**src/rtl/pmh_pkg.sv**
```systemverilog
package pmh_pkg;
    localparam int DATA_W     = 8;
    localparam int IDX_W      = 4;
    localparam int NUM_IRQ    = 8;
    localparam int LO_CNT     = 5;
    localparam int HI_CNT     = NUM_IRQ - LO_CNT;
    localparam int GRP_W      = NUM_IRQ + 1;
    localparam int NUM_PIN    = 4;
    localparam int NUM_WAKE   = NUM_PIN + 1;
    localparam int ROUTE_BIT  = 3;
    localparam int MASTER_BIT = 7;
    localparam int GWEN_BIT   = 0;

    localparam logic [IDX_W-1:0] IDX_IEN_LO = 4'h0;
    localparam logic [IDX_W-1:0] IDX_IEN_HI = 4'h1;
    localparam logic [IDX_W-1:0] IDX_IST_LO = 4'h2;
    localparam logic [IDX_W-1:0] IDX_IST_HI = 4'h3;
    localparam logic [IDX_W-1:0] IDX_WCTL   = 4'h4;
    localparam logic [IDX_W-1:0] IDX_WEN    = 4'h5;
    localparam logic [IDX_W-1:0] IDX_WST    = 4'h6;

    typedef struct packed {
        logic [LO_CNT-1:0]   en_lo;
        logic [HI_CNT-1:0]   en_hi;
        logic                route;
        logic                master;
        logic                gwen;
        logic [NUM_WAKE-1:0] wen;
    } cfg_t;

    typedef struct packed {
        logic smi_n;
        logic pme_n;
    } out_t;
endpackage

```
**src/rtl/pmh_pin_edge.sv**
```systemverilog
module pmh_pin_edge #(
    parameter int          W      = 4,
    parameter int          STAGES = 2,
    parameter logic [W-1:0] IDLE  = '1
) (
    input  logic         clk,
    input  logic         rst_n,
    input  logic [W-1:0] pin,
    output logic [W-1:0] fall
);
    localparam int LAST = STAGES - 1;

    typedef struct packed {
        logic [STAGES-1:0][W-1:0] chain;
        logic [W-1:0]             prev;
    } st_t;

    st_t st_d, st_q;

    always_comb begin
        st_d          = st_q;
        st_d.chain[0] = pin;
        for (int s = 1; s < STAGES; s++) begin
            st_d.chain[s] = st_q.chain[s-1];
        end
        st_d.prev = st_q.chain[LAST];
    end

    always_ff @(posedge clk or negedge rst_n) begin
        if (!rst_n) begin
            st_q.chain <= {STAGES{IDLE}};
            st_q.prev  <= IDLE;
        end else begin
            st_q <= st_d;
        end
    end

    for (genvar g = 0; g < W; g++) begin : g_edge
        assign fall[g] = st_q.prev[g] & ~st_q.chain[LAST][g];
    end


    single_pulse_chk: assert property (@(posedge clk) disable iff (!rst_n)
        (fall != '0) |=> ((fall & $past(fall)) == '0));
endmodule

```
**src/rtl/pmh_sticky.sv**
```systemverilog
module pmh_sticky #(
    parameter int W = 8
) (
    input  logic         clk,
    input  logic         rst_n,
    input  logic [W-1:0] set,
    input  logic [W-1:0] clr,
    output logic [W-1:0] sta
);
    typedef struct packed {
        logic [W-1:0] bits;
    } st_t;

    st_t st_d, st_q;

    always_comb begin
        st_d      = st_q;
        st_d.bits = (st_q.bits & ~clr) | set;
    end

    always_ff @(posedge clk or negedge rst_n) begin
        if (!rst_n) st_q <= '0;
        else        st_q <= st_d;
    end

    assign sta = st_q.bits;


    set_lands_chk: assert property (@(posedge clk) disable iff (!rst_n)
        (set != '0) |=> ((sta & $past(set)) == $past(set)));


    sticky_hold_chk: assert property (@(posedge clk) disable iff (!rst_n)
        ((sta & ~clr) != '0) |=> ((sta & $past(sta & ~clr)) == $past(sta & ~clr)));


    w1c_clear_chk: assert property (@(posedge clk) disable iff (!rst_n)
        ((clr & ~set) != '0) |=> ((sta & $past(clr & ~set)) == '0));
endmodule

```
**src/rtl/pmh_regs.sv**
```systemverilog
module pmh_regs
    import pmh_pkg::*;
(
    input  logic                clk,
    input  logic                rst_n,
    input  logic [IDX_W-1:0]    reg_idx,
    input  logic                reg_wr,
    input  logic [DATA_W-1:0]   reg_wdata,
    input  logic [GRP_W-1:0]    grp_sta,
    input  logic [NUM_WAKE-1:0] wake_sta,
    output logic [GRP_W-1:0]    grp_en,
    output logic                master,
    output logic                gwen,
    output logic [NUM_WAKE-1:0] wake_en,
    output logic [GRP_W-1:0]    grp_clr,
    output logic [NUM_WAKE-1:0] wake_clr,
    output logic [DATA_W-1:0]   reg_rdata
);
    cfg_t cfg_d, cfg_q;
    logic unused_wdata;

    always_comb begin
        cfg_d    = cfg_q;
        grp_clr  = '0;
        wake_clr = '0;
        if (reg_wr) begin
            case (reg_idx)
                IDX_IEN_LO: cfg_d.en_lo = reg_wdata[LO_CNT-1:0];
                IDX_IEN_HI: begin
                    cfg_d.en_hi  = reg_wdata[HI_CNT-1:0];
                    cfg_d.route  = reg_wdata[ROUTE_BIT];
                    cfg_d.master = reg_wdata[MASTER_BIT];
                end
                IDX_IST_LO: grp_clr[LO_CNT-1:0] = reg_wdata[LO_CNT-1:0];
                IDX_IST_HI: begin
                    grp_clr[NUM_IRQ-1:LO_CNT] = reg_wdata[HI_CNT-1:0];
                    grp_clr[NUM_IRQ]          = reg_wdata[ROUTE_BIT];
                end
                IDX_WCTL: cfg_d.gwen = reg_wdata[GWEN_BIT];
                IDX_WEN:  cfg_d.wen  = reg_wdata[NUM_WAKE-1:0];
                IDX_WST:  wake_clr   = reg_wdata[NUM_WAKE-1:0];
                default: ;
            endcase
        end
    end

    always_ff @(posedge clk or negedge rst_n) begin
        if (!rst_n) cfg_q <= '0;
        else        cfg_q <= cfg_d;
    end

    always_comb begin
        reg_rdata = '0;
        case (reg_idx)
            IDX_IEN_LO: reg_rdata[LO_CNT-1:0] = cfg_q.en_lo;
            IDX_IEN_HI: begin
                reg_rdata[HI_CNT-1:0] = cfg_q.en_hi;
                reg_rdata[ROUTE_BIT]  = cfg_q.route;
                reg_rdata[MASTER_BIT] = cfg_q.master;
            end
            IDX_IST_LO: reg_rdata[LO_CNT-1:0] = grp_sta[LO_CNT-1:0];
            IDX_IST_HI: begin
                reg_rdata[HI_CNT-1:0] = grp_sta[NUM_IRQ-1:LO_CNT];
                reg_rdata[ROUTE_BIT]  = grp_sta[NUM_IRQ];
            end
            IDX_WCTL: reg_rdata[GWEN_BIT]     = cfg_q.gwen;
            IDX_WEN:  reg_rdata[NUM_WAKE-1:0] = cfg_q.wen;
            IDX_WST:  reg_rdata[NUM_WAKE-1:0] = wake_sta;
            default: ;
        endcase
    end

    assign grp_en       = {cfg_q.route, cfg_q.en_hi, cfg_q.en_lo};
    assign master       = cfg_q.master;
    assign gwen         = cfg_q.gwen;
    assign wake_en      = cfg_q.wen;
    assign unused_wdata = &{1'b0, reg_wdata};


    unused_index_chk: assert property (@(posedge clk) disable iff (!rst_n)
        (reg_idx > IDX_WST) |-> (reg_rdata == '0));
endmodule

```
**src/rtl/pm_event_hub.sv**
```systemverilog
module pm_event_hub
    import pmh_pkg::*;
(
    input  logic                clk,
    input  logic                rst_n,
    input  logic [NUM_IRQ-1:0]  irq_req,
    input  logic                kbc_line,
    input  logic                ri1_n,
    input  logic                ri2_n,
    input  logic                kb_clk,
    input  logic                ms_clk,
    input  logic                ir_frame,
    input  logic [IDX_W-1:0]    reg_idx,
    input  logic                reg_wr,
    input  logic [DATA_W-1:0]   reg_wdata,
    output logic [DATA_W-1:0]   reg_rdata,
    output logic                smi_n,
    output logic                pme_n
);
    logic [GRP_W-1:0]    grp_en, grp_clr, grp_set, grp_sta;
    logic [NUM_WAKE-1:0] wake_en, wake_clr, wake_set, wake_sta;
    logic [NUM_PIN-1:0]  pin_fall;
    logic                master, gwen;
    out_t                out_d, out_q;

    pmh_regs u_regs (
        .clk       (clk),
        .rst_n     (rst_n),
        .reg_idx   (reg_idx),
        .reg_wr    (reg_wr),
        .reg_wdata (reg_wdata),
        .grp_sta   (grp_sta),
        .wake_sta  (wake_sta),
        .grp_en    (grp_en),
        .master    (master),
        .gwen      (gwen),
        .wake_en   (wake_en),
        .grp_clr   (grp_clr),
        .wake_clr  (wake_clr),
        .reg_rdata (reg_rdata)
    );

    pmh_pin_edge #(.W(NUM_PIN), .STAGES(2), .IDLE('1)) u_pins (
        .clk   (clk),
        .rst_n (rst_n),
        .pin   ({ms_clk, kb_clk, ri2_n, ri1_n}),
        .fall  (pin_fall)
    );

    assign grp_set  = {kbc_line & grp_en[NUM_IRQ], irq_req};
    assign wake_set = {ir_frame, pin_fall};

    pmh_sticky #(.W(GRP_W)) u_grp_sta (
        .clk   (clk),
        .rst_n (rst_n),
        .set   (grp_set),
        .clr   (grp_clr),
        .sta   (grp_sta)
    );

    pmh_sticky #(.W(NUM_WAKE)) u_wake_sta (
        .clk   (clk),
        .rst_n (rst_n),
        .set   (wake_set),
        .clr   (wake_clr),
        .sta   (wake_sta)
    );

    always_comb begin
        out_d       = out_q;
        out_d.smi_n = ~(master & (|(grp_sta & grp_en)));
        out_d.pme_n = ~(gwen & (|(wake_sta & wake_en)));
    end

    always_ff @(posedge clk or negedge rst_n) begin
        if (!rst_n) out_q <= '{smi_n: 1'b1, pme_n: 1'b1};
        else        out_q <= out_d;
    end

    assign smi_n = out_q.smi_n;
    assign pme_n = out_q.pme_n;


    master_gate_chk: assert property (@(posedge clk) disable iff (!rst_n)
        !smi_n |-> $past(master));


    wake_gate_chk: assert property (@(posedge clk) disable iff (!rst_n)
        !pme_n |-> $past(gwen));


    route_gate_chk: assert property (@(posedge clk) disable iff (!rst_n)
        $rose(grp_sta[NUM_IRQ]) |-> $past(grp_en[NUM_IRQ]));
endmodule

```
**config.mk**
```make
export PLATFORM = sky130hd
export DESIGN_NAME = pm_event_hub
export DESIGN_NICKNAME = d
export VERILOG_FILES = /design/src/rtl/pmh_pkg.sv /design/src/rtl/pmh_pin_edge.sv /design/src/rtl/pmh_sticky.sv /design/src/rtl/pmh_regs.sv /design/src/rtl/pm_event_hub.sv
export SDC_FILE = /design/constraint.sdc
export NUM_CORES = 1
export LEC_CHECK = 0
export ABC_AREA = 0
export BUFFER_PORTS_ARGS = -buffer_cell sky130_fd_sc_hd__buf_2
export CORE_MARGIN = 2
export CORE_UTILIZATION = 40
export CTS_CLUSTER_SIZE = 30
export DETAILED_ROUTE_END_ITERATION = 8
export GPL_TIMING_DRIVEN = 0
export PLACE_DENSITY = 0.69
export SYNTH_ARGS = -nofsm -noshare
export SYNTH_HDL_FRONTEND = slang
export SYNTH_SLANG_ARGS = --single-unit
```
**constraint.sdc**
```tcl
create_clock -name clk -period 5.1 [get_ports clk]
set_input_delay 1.02 -clock clk [delete_from_list [all_inputs] [get_ports clk]]
set_output_delay 1.02 -clock clk [all_outputs]
set_load 0.02 [all_outputs]
```
# After elaboration in Yosys (flattened, before gate mapping)
# Cells that the tools add are included.
[classes]
n_addsub = 0
n_mul = 0
div = 0
magnitude_cmp = 0
eq_ne = 6
shift = 0
n_mux = 9
bitwise_logic = 21
reduce_logical = 7
[ops]
columns = ["operator", "n"]
rows = [
  ["bitwise AND 9 bit", 2],
  ["case mux 3 bit (6 select lines)", 1],
  ["2-to-1 mux 5 bit", 3],
  ["== test 4 x 3 -> 1 bit, second input constant", 3],
  ["bitwise AND 5 bit", 2],
  ["2-to-1 mux 9 bit", 1],
  ["NOT 9 bit", 1],
  ["bitwise OR 9 bit", 1],
  ["OR reduction 9 bit", 1],
  ["== test 4 x 2 -> 1 bit, second input constant", 2],
  ["AND reduction 2 bit", 4],
  ["bitwise AND 1 bit", 7],
  ["case mux 1 bit (7 select lines)", 1],
  ["NOT 1 bit", 6],
  ["NOT 5 bit", 1],
  ["bitwise OR 5 bit", 1],
  ["OR reduction 5 bit", 1],
  ["== test 4 x 1 -> 1 bit, second input constant", 1],
  ["zero test 4 bit", 1],
  ["2-to-1 mux 4 bit", 1],
  ["case mux 1 bit (4 select lines)", 1],
  ["2-to-1 mux 1 bit", 1],
]
[totals]
ff_bits = 44
latchBits = 0
mem_bits_rw = 0
romBits = 0
memories = 0

# Logic depth before layout (Yosys ltp)
# Gate-level depths: netlist of run 1.
[depth]
depth_word = 6
mapped_depth = 5
ltp_nobuf = 3

# By module
# Synthesis of run 1 repeated with hierarchy kept, for this count alone.
[unflattened]
cells_unflattened = 178
area_unflattened_um2 = 2144.6
[by_module_without_submodules]
columns = ["module", "instances", "cells_per_inst", "area_each_um2", "seq_area_each_um2"]
rows = [
  ["pmh_regs", 1, 107, 1138.6, 400.4],
  ["pmh_pin_edge", 1, 16, 370.4, 315.3],
  ["pmh_sticky at u_grp_sta", 1, 27, 326.6, 225.2],
  ["pmh_sticky at u_wake_sta", 1, 15, 181.4, 125.1],
  ["pm_event_hub", 1, 13, 127.6, 52.6],
]

# Least setup slack after synthesis of run 1
# Ideal clock, no wire load.
[synth_timing]
path_kind = "input to output"
start = "in reg_idx[2]"
end = "out reg_rdata[0]"
arrival_ns = 2.431
required_time_ns = 4.080
setup_slack_ns = 1.649
stages = 4
path_buffers = 2
path_cell_list = "buf_2 -> clkbuf_1 -> a221oi_1 -> o41ai_1"
[synth_between]
elab_chain_cells = 2
word_cells_on_any_way = 8
cone_classes = "eq/ne: 6; mux: 1; reduce/logical: 1"
[synth_lines]
columns = ["element", "line", "text"]
rows = [
  ["from (decl)", "pm_event_hub.sv:13", "input logic [IDX_W-1:0] reg_idx,"],
  ["== test 4 x 3 -> 1 bit, or another cell as far along", "pmh_regs.sv:54", "case (reg_idx)"],
  ["case mux 1 bit (7 select lines) *", "pmh_regs.sv:54", ""],
  ["to (decl)", "pm_event_hub.sv:16", "output logic [DATA_W-1:0] reg_rdata,"],
]
# Mark *: on every way between the ends. The rest lies on a longest branch, timed or not.

# Worst setup path after layout of run 1
# Same ends and word-level chain as after synthesis.

==> out/metrics.cfg, run 1 <==
[yosys]
synth_edf_count = 0
syn_area_per_cell_um2 = 11.96
synth_seq_cells = 44
synthArstFlopShare = 1.000
synthFlopType = dfrtp_1
syn_area_mm2 = 0.001973
synth.yosys.seq_area_share = 0.5669
syn_inst = 165
yosysTopAreaCell = dfrtp_1
synth_warnings = 0
synth.area.top_cells = dfrtp_1 38%, dfstp_2 19%, mux2_2 5.7%
synthDominantCellAreaShare = 0.3805
ys_types = 41

[finish]
diodes = 0
nets = 234
area_delta_synth_final_pct = 17.31
fin_cells = 273
drive_gt1_frac = 0.3592
n_fill_cell = 463

[timing]
setup_viol = 0
period_needed_ns = 3.519
layout_setup_ws_ns = 1.581
tightest_slew_ns = 0.9342
worst_clock_skew_ns = 0.007084
rsz0062_at_grt = no
tns_ns = 0
slew_headroom = 0.3772
maxSlewViolCount = 0
hold_violations = 0
timing.final.crit_share = 0.6900
clock.fmax_mhz = 284.2

[floorplan]
core_mm2 = 0.004755
placementRows = 25
dieArea_mm2 = 0.005511
die_x_um = 74.24
start_util = 0.4150
die_h_um = 74.24
ios = 39

[placed_design]
place.gp.congestion = 0.8692
io_buffers = 32
place_ws_ns = 1.604
dp_cells = 265
hpwl_mm = 3.114

[grt]
grt_max_degree = 45
grt_pass1_wl_mm = 6.810
grt_pass1_vias = 1320
antenna_found_initial = 0
grt_use_total = 0.1705
grt-ovfl-total = 0

[routing]
viasPerCell = 5.187
drc_errors = 0
wire_per_inst_um = 15.78
ant_nets = 0
via_count = 1416
drt_pass1_iterations = 5
routed_wl_mm = 4.307
drt_iter0_markers = 138

[critical_path]
setup.worst_path.class = primary input to output pin
worstReg2RegStart = u_grp_sta.sta[4]$_DFF_PN0_
path_max_fanout = 10
cp-start-kind = primary input
crit_arrival_ns = 2.50
cp-end-kind = output pin
crit_start = reg_idx[2]
crit_required_ns = 4.08

[clocking]
clk_latency_ns = 0.30
postCtsSetupRepairBufs = 0
cts_buffer_depth = 2
cts.htree.levels = 2
cts_repair_resize_count = 0
cts-root-buf = clkbuf_8
holdBufCountCts = 0
cts.sinks = 44
clkTransAtPathRegs_ns = 0.08
cts_tree = yes
cts_buffers = 5

[outcome]
status = complete, no violations

[power_and_ir_drop]
swShare = 0.2691
comb_power_share = 0.160
ir_worst_vdd_v = 0.0001785
p_sw_uw = 209.4
p_int_uw = 568.7
pwr-share-seq = 0.548
clockPowerShare = 0.292
p_leak_nw = 0.9922
p_per_area_mw_per_mm2 = 336.2

[flow_run]
max_cap_violations = 0

[min_path]
min_from = u_pins.st_d[8]$_DFF_PN1_
min_path_type = register to register

-- cell usage after synthesis (2+ instances only) --
cell type  count
dfrtp_1       30
o21ai_0       21
dfstp_2       14
mux2_2        10
nand2_1       10
nand2b_1      10
inv_1          8
mux2_1         6
buf_2          4
clkbuf_1       4
a22oi_1        3
and3_1         3
nand3_1        3
nor2_1         3
a21oi_1        2
a221oi_1       2
a222oi_1       2
a32oi_1        2
buf_4          2
mux4_2         2
nand4bb_1      2
nor2b_1        2
nor3b_1        2
-- state kept, by name, indices dropped and copies added (netlist names) --
register        cells
u_pins.st_d         8
u_pins.st_q         4
u_regs.wake_en      5
pme_n               1
smi_n               1
u_grp_sta.sta       9
u_regs.master       1
u_regs.gwen         1
u_regs.grp_en       9
u_wake_sta.sta      5
-- power by group through the flow --
stage	logic, mW	registers [mW]	clock network (mW)
finish	0.125	0.426	0.227
global route	0.138	0.432	0.245
CTS	0.126	0.426	0.232
detailed placement	0.125	0.431	0
global placement	0.123	0.431	0
floorplan	0.0804	0.427	0
-- final timing paths --
check	to	slack [ns]	cells after the start
setup / recovery	reg_rdata[0]	1.58	5
hold / removal	u_pins.st_d[0]$_DFF_PN1_	0.36	0
setup reg to reg	smi_n$_DFF_PN1_	3.90	3
hold reg to reg	u_pins.st_d[0]$_DFF_PN1_	0.36	0
max in group asynchronous	u_regs.wake_en[0]$_DFFE_PN0P_	3.66	1
min in group asynchronous	u_grp_sta.sta[4]$_DFF_PN0_	0.86	1
-- cells by family (layout without fill, tap and decap cells) --
| kind of cell | count (synthesis) | in the layout | synth area share |
|---|---|---|---|
| DFF | 44 | 44 | 0.5669 |
| other | 1 | 2 | 0.001901 |
| muxes | 20 | 20 | 0.1268 |
| AOI/OAI and AO/OA | 38 | 38 | 0.1224 |
| and+or+nand+nor | 44 | 44 | 0.1414 |
| buffers and inverters | 18 | 58 | 0.04058 |
-- critical path, cell delays in order --
cell      delay [ns]
buf_2           0.21
clkbuf_1        0.40
a221oi_1        0.18
o41ai_1         0.44
buf_2           0.25
-- layout by cell type, fill, tap and decap left out, types with 2 or more instances in the layout --
cell type / Yosys / routed
a22oi_1: 3 / 3
o21ai_0: 21 / 21
buf_2: 4 / 36
nor2b_1: 2 / 2
buf_4: 2 / 2
nor3b_1: 2 / 2
clkbuf_1: 4 / 5
a21oi_1: 2 / 2
dfrtp_1: 30 / 30
clkbuf_8: 0 / 6
mux4_2: 2 / 2
nand2_1: 10 / 10
mux2_2: 10 / 10
a32oi_1: 2 / 2
conb_1: 1 / 2
nor2_1: 3 / 3
nand4bb_1: 2 / 2
mux2_1: 6 / 6
a222oi_1: 2 / 2
inv_1: 8 / 8
nand2b_1: 10 / 10
and3_1: 3 / 3
a221oi_1: 2 / 2
nand3_1: 3 / 3
dfstp_2: 14 / 14
-- area by class of cell --
| type | instances | area [µm²] | share of cell area |
|---|---|---|---|
| Clock inverter | 1 | 7.507 | 0.003243 |
| Timing Repair Buffer | 32 | 160.2 | 0.06919 |
| Inverter | 8 | 30.03 | 0.01297 |
| Clock buffer | 7 | 86.33 | 0.03730 |
| Multi-Input combinational cell | 104 | 778.2 | 0.3362 |
| Sequential cell | 44 | 1119 | 0.4832 |
| Tap cell | 67 | 83.83 | 0.03622 |
| Buffer | 10 | 50.05 | 0.02162 |
-- routing by layer --
layer / GRT usage / vias to the layer above / wire length [µm]
met5: 0 / - / 0
met4: 0.06151 / 0 / 75
met3: 0.04065 / 8 / 302
met2: 0.2589 / 57 / 1986
met1: 0.2410 / 681 / 1943
li1: - / 670 / -
-- metrics by stage --
stage	util	cell area [µm²]	hold slack (ns)	total power [mW]
floorplan	-	1977	0.3452	0.5079
global placement	0.4671	2221	0.3453	0.5538
detailed placement	0.4671	2221	0.3473	0.5566
CTS	0.4868	2315	0.3595	0.7839
global route	0.4868	2315	0.3618	0.8150
finish	0.4868	2315	0.3586	0.7781
Note: power is estimated with default switching activity, not from simulation.
==> inputs of run 2 (changes only) <==
Settings changed: PLACE_DENSITY 0.69 to 0.71.
Clock period 5.1 ns to 3.1 ns, I/O delays scaled along.
==> out/metrics.cfg, run 2 (synthesized netlist as in run 1, its figures left out) <==
[timing]
timing.final.crit_share = 0.8712
tightest_slew_ns = 0.9284  ; -0.005800 ns
slew_headroom = 0.3811  ; +0.003867
hold_violations = 0  ; unchanged
tns_ns = 0  ; unchanged
clock.fmax_mhz = 370.3
rsz0062_at_grt = no
holdWs_ns = 0.3575  ; -0.001182 ns
maxSlewViolCount = 0  ; unchanged
worst_clock_skew_ns = 0.001584  ; -0.005500 ns
period_needed_ns = 2.701
setup_viol = 0  ; unchanged

[routing]
wire_per_inst_um = 15.82  ; +0.27%
via_count = 1408  ; -0.56%
drt_iter0_markers = 96  ; -30%
viasPerCell = 5.176  ; -0.20%
drc_errors = 0  ; unchanged
routed_wl_mm = 4.303  ; about the same
drt_pass1_iterations = 5  ; unchanged
ant_nets = 0  ; unchanged

[finish]
area_delta_synth_final_pct = 16.68
drive_gt1_frac = 0.3610  ; +0.001752
nets = 234  ; unchanged
mostFrequentLayoutCell = buf_2
layout_common_cells = 36 x buf_2, 30 x dfrtp_1, 21 x o21ai_0
diodes = 0  ; unchanged

[critical_path]
reg2regPathDepth = 3  ; unchanged
cp-start-kind = primary input
crit_arrival_ns = 2.08  ; -0.42 ns
crit_start = reg_idx[3]
cp-end-kind = output pin
r2r_slack_ns = 1.82  ; -2.08 ns
path_max_fanout = 10  ; unchanged
worstReg2RegStart = u_regs.grp_en[4]$_DFFE_PN0P_
setup.worst_path.class = primary input to output pin
crit_required_ns = 2.48  ; -1.60 ns
regToRegEndpoint = smi_n$_DFF_PN1_

[clocking]
postCtsSetupRepairBufs = 0  ; unchanged
cts_buffer_depth = 2  ; unchanged
cts.htree.levels = 2  ; unchanged
holdBufCountCts = 0  ; unchanged
cts_buffers = 5  ; unchanged
cts-root-buf = clkbuf_8
clkTransAtPathRegs_ns = 0.08  ; about the same
cts_tree = yes
cts.sinks = 44  ; unchanged
cts_repair_resize_count = 0  ; unchanged
clk_latency_ns = 0.29  ; about the same

[min_path]
min_from = u_pins.st_d[11]$_DFF_PN1_
min_path_type = register to register
hold_depth = 0  ; unchanged
hold_end = u_pins.st_d[3]$_DFF_PN1_

[power_and_ir_drop]
p_int_uw = 907.2  ; +60%
pwr-share-seq = 0.565  ; +0.017
ir_worst_vdd_v = 0.0002949  ; +65%
p_leak_nw = 0.9877  ; -0.45%
comb_power_share = 0.167  ; +0.007
clockPowerShare = 0.268  ; -0.024
swShare = 0.2689  ; about the same
p_per_area_mw_per_mm2 = 539.0  ; +60%
total_power_mw = 1.241  ; +59%
p_sw_uw = 333.7  ; +59%

[floorplan]
die_x_um = 74.24  ; unchanged
ios = 39  ; unchanged
start_util = 0.4150  ; unchanged
dieArea_mm2 = 0.005511  ; unchanged
core_mm2 = 0.004755  ; unchanged
placementRows = 25  ; unchanged
die_h_um = 74.24  ; unchanged

[flow_run]
max_cap_violations = 0  ; unchanged

[grt]
grt-ovfl-total = 0  ; unchanged
grt_use_total = 0.1797  ; +0.009156
grt_pass1_vias = 1423  ; +7.8%
antenna_found_initial = 0  ; unchanged
grt_max_degree = 45  ; unchanged
grt_pass1_wl_mm = 7.245  ; +6.4%

[placed_design]
place.gp.congestion = 0.8862  ; +2.0%
io_buffers = 32  ; unchanged
hpwl_mm = 3.161  ; +1.5%

[outcome]
status = complete, no violations

==> run 2: worst max-delay path by stage <==
stage                        end  slack [ns]
finish              reg_rdata[2]        0.40
floorplan           reg_rdata[0]        0.45
global placement    reg_rdata[2]        0.39
detailed placement  reg_rdata[2]        0.41
global route        reg_rdata[4]        0.25
CTS                 reg_rdata[2]        0.41
==> run 2: power by group through the flow <==
stage / sequential, mW / combinational [mW] / clock [mW]
after detailed placement: 0.711 / 0.207 / 0
after floorplan: 0.703 / 0.132 / 0
after global routing: 0.712 / 0.229 / 0.375
final: 0.701 / 0.207 / 0.333
after global placement: 0.707 / 0.202 / 0
after CTS: 0.700 / 0.208 / 0.344
==> run 2: layer usage <==
layer / up-vias / share of wire / track usage
met5: - / 0 / 0
met1: 686 / 0.47 / 0.2515
met2: 46 / 0.45 / 0.2758
met4: 0 / 0.015 / 0.05952
met3: 5 / 0.061 / 0.04607
li1: 671 / - / -
==> run 2: layout make-up <==
class	instances	area, µm²
Sequential cell	44	1119
Multi-Input combinational cell	104	778.2
Clock inverter	2	12.51
Timing Repair Buffer	32	160.2
Fill cell	460	2452
Clock buffer	5	68.82
Buffer	10	50.05
Tap cell	67	83.83
Inverter	8	30.03
==> run 2: critical path, stage by stage <==
cell and delay, ns:
buf_2 0.12, clkbuf_1 0.21, or4b_1 0.66, o22ai_1 0.18
a211o_1 0.13, buf_2 0.16
==> run 2: per-stage QoR <==
step           cells  utilization  area, µm²  setup slack, ns
2_1_floorplan    166            -       1977           0.4495
3_3_place_gp     265       0.4671       2221           0.3927
4_1_cts          272       0.4842       2302           0.4090
5_1_grt          272       0.4842       2302           0.2535
6_report         272       0.4842       2302           0.3994
3_5_place_dp     265       0.4671       2221           0.4107
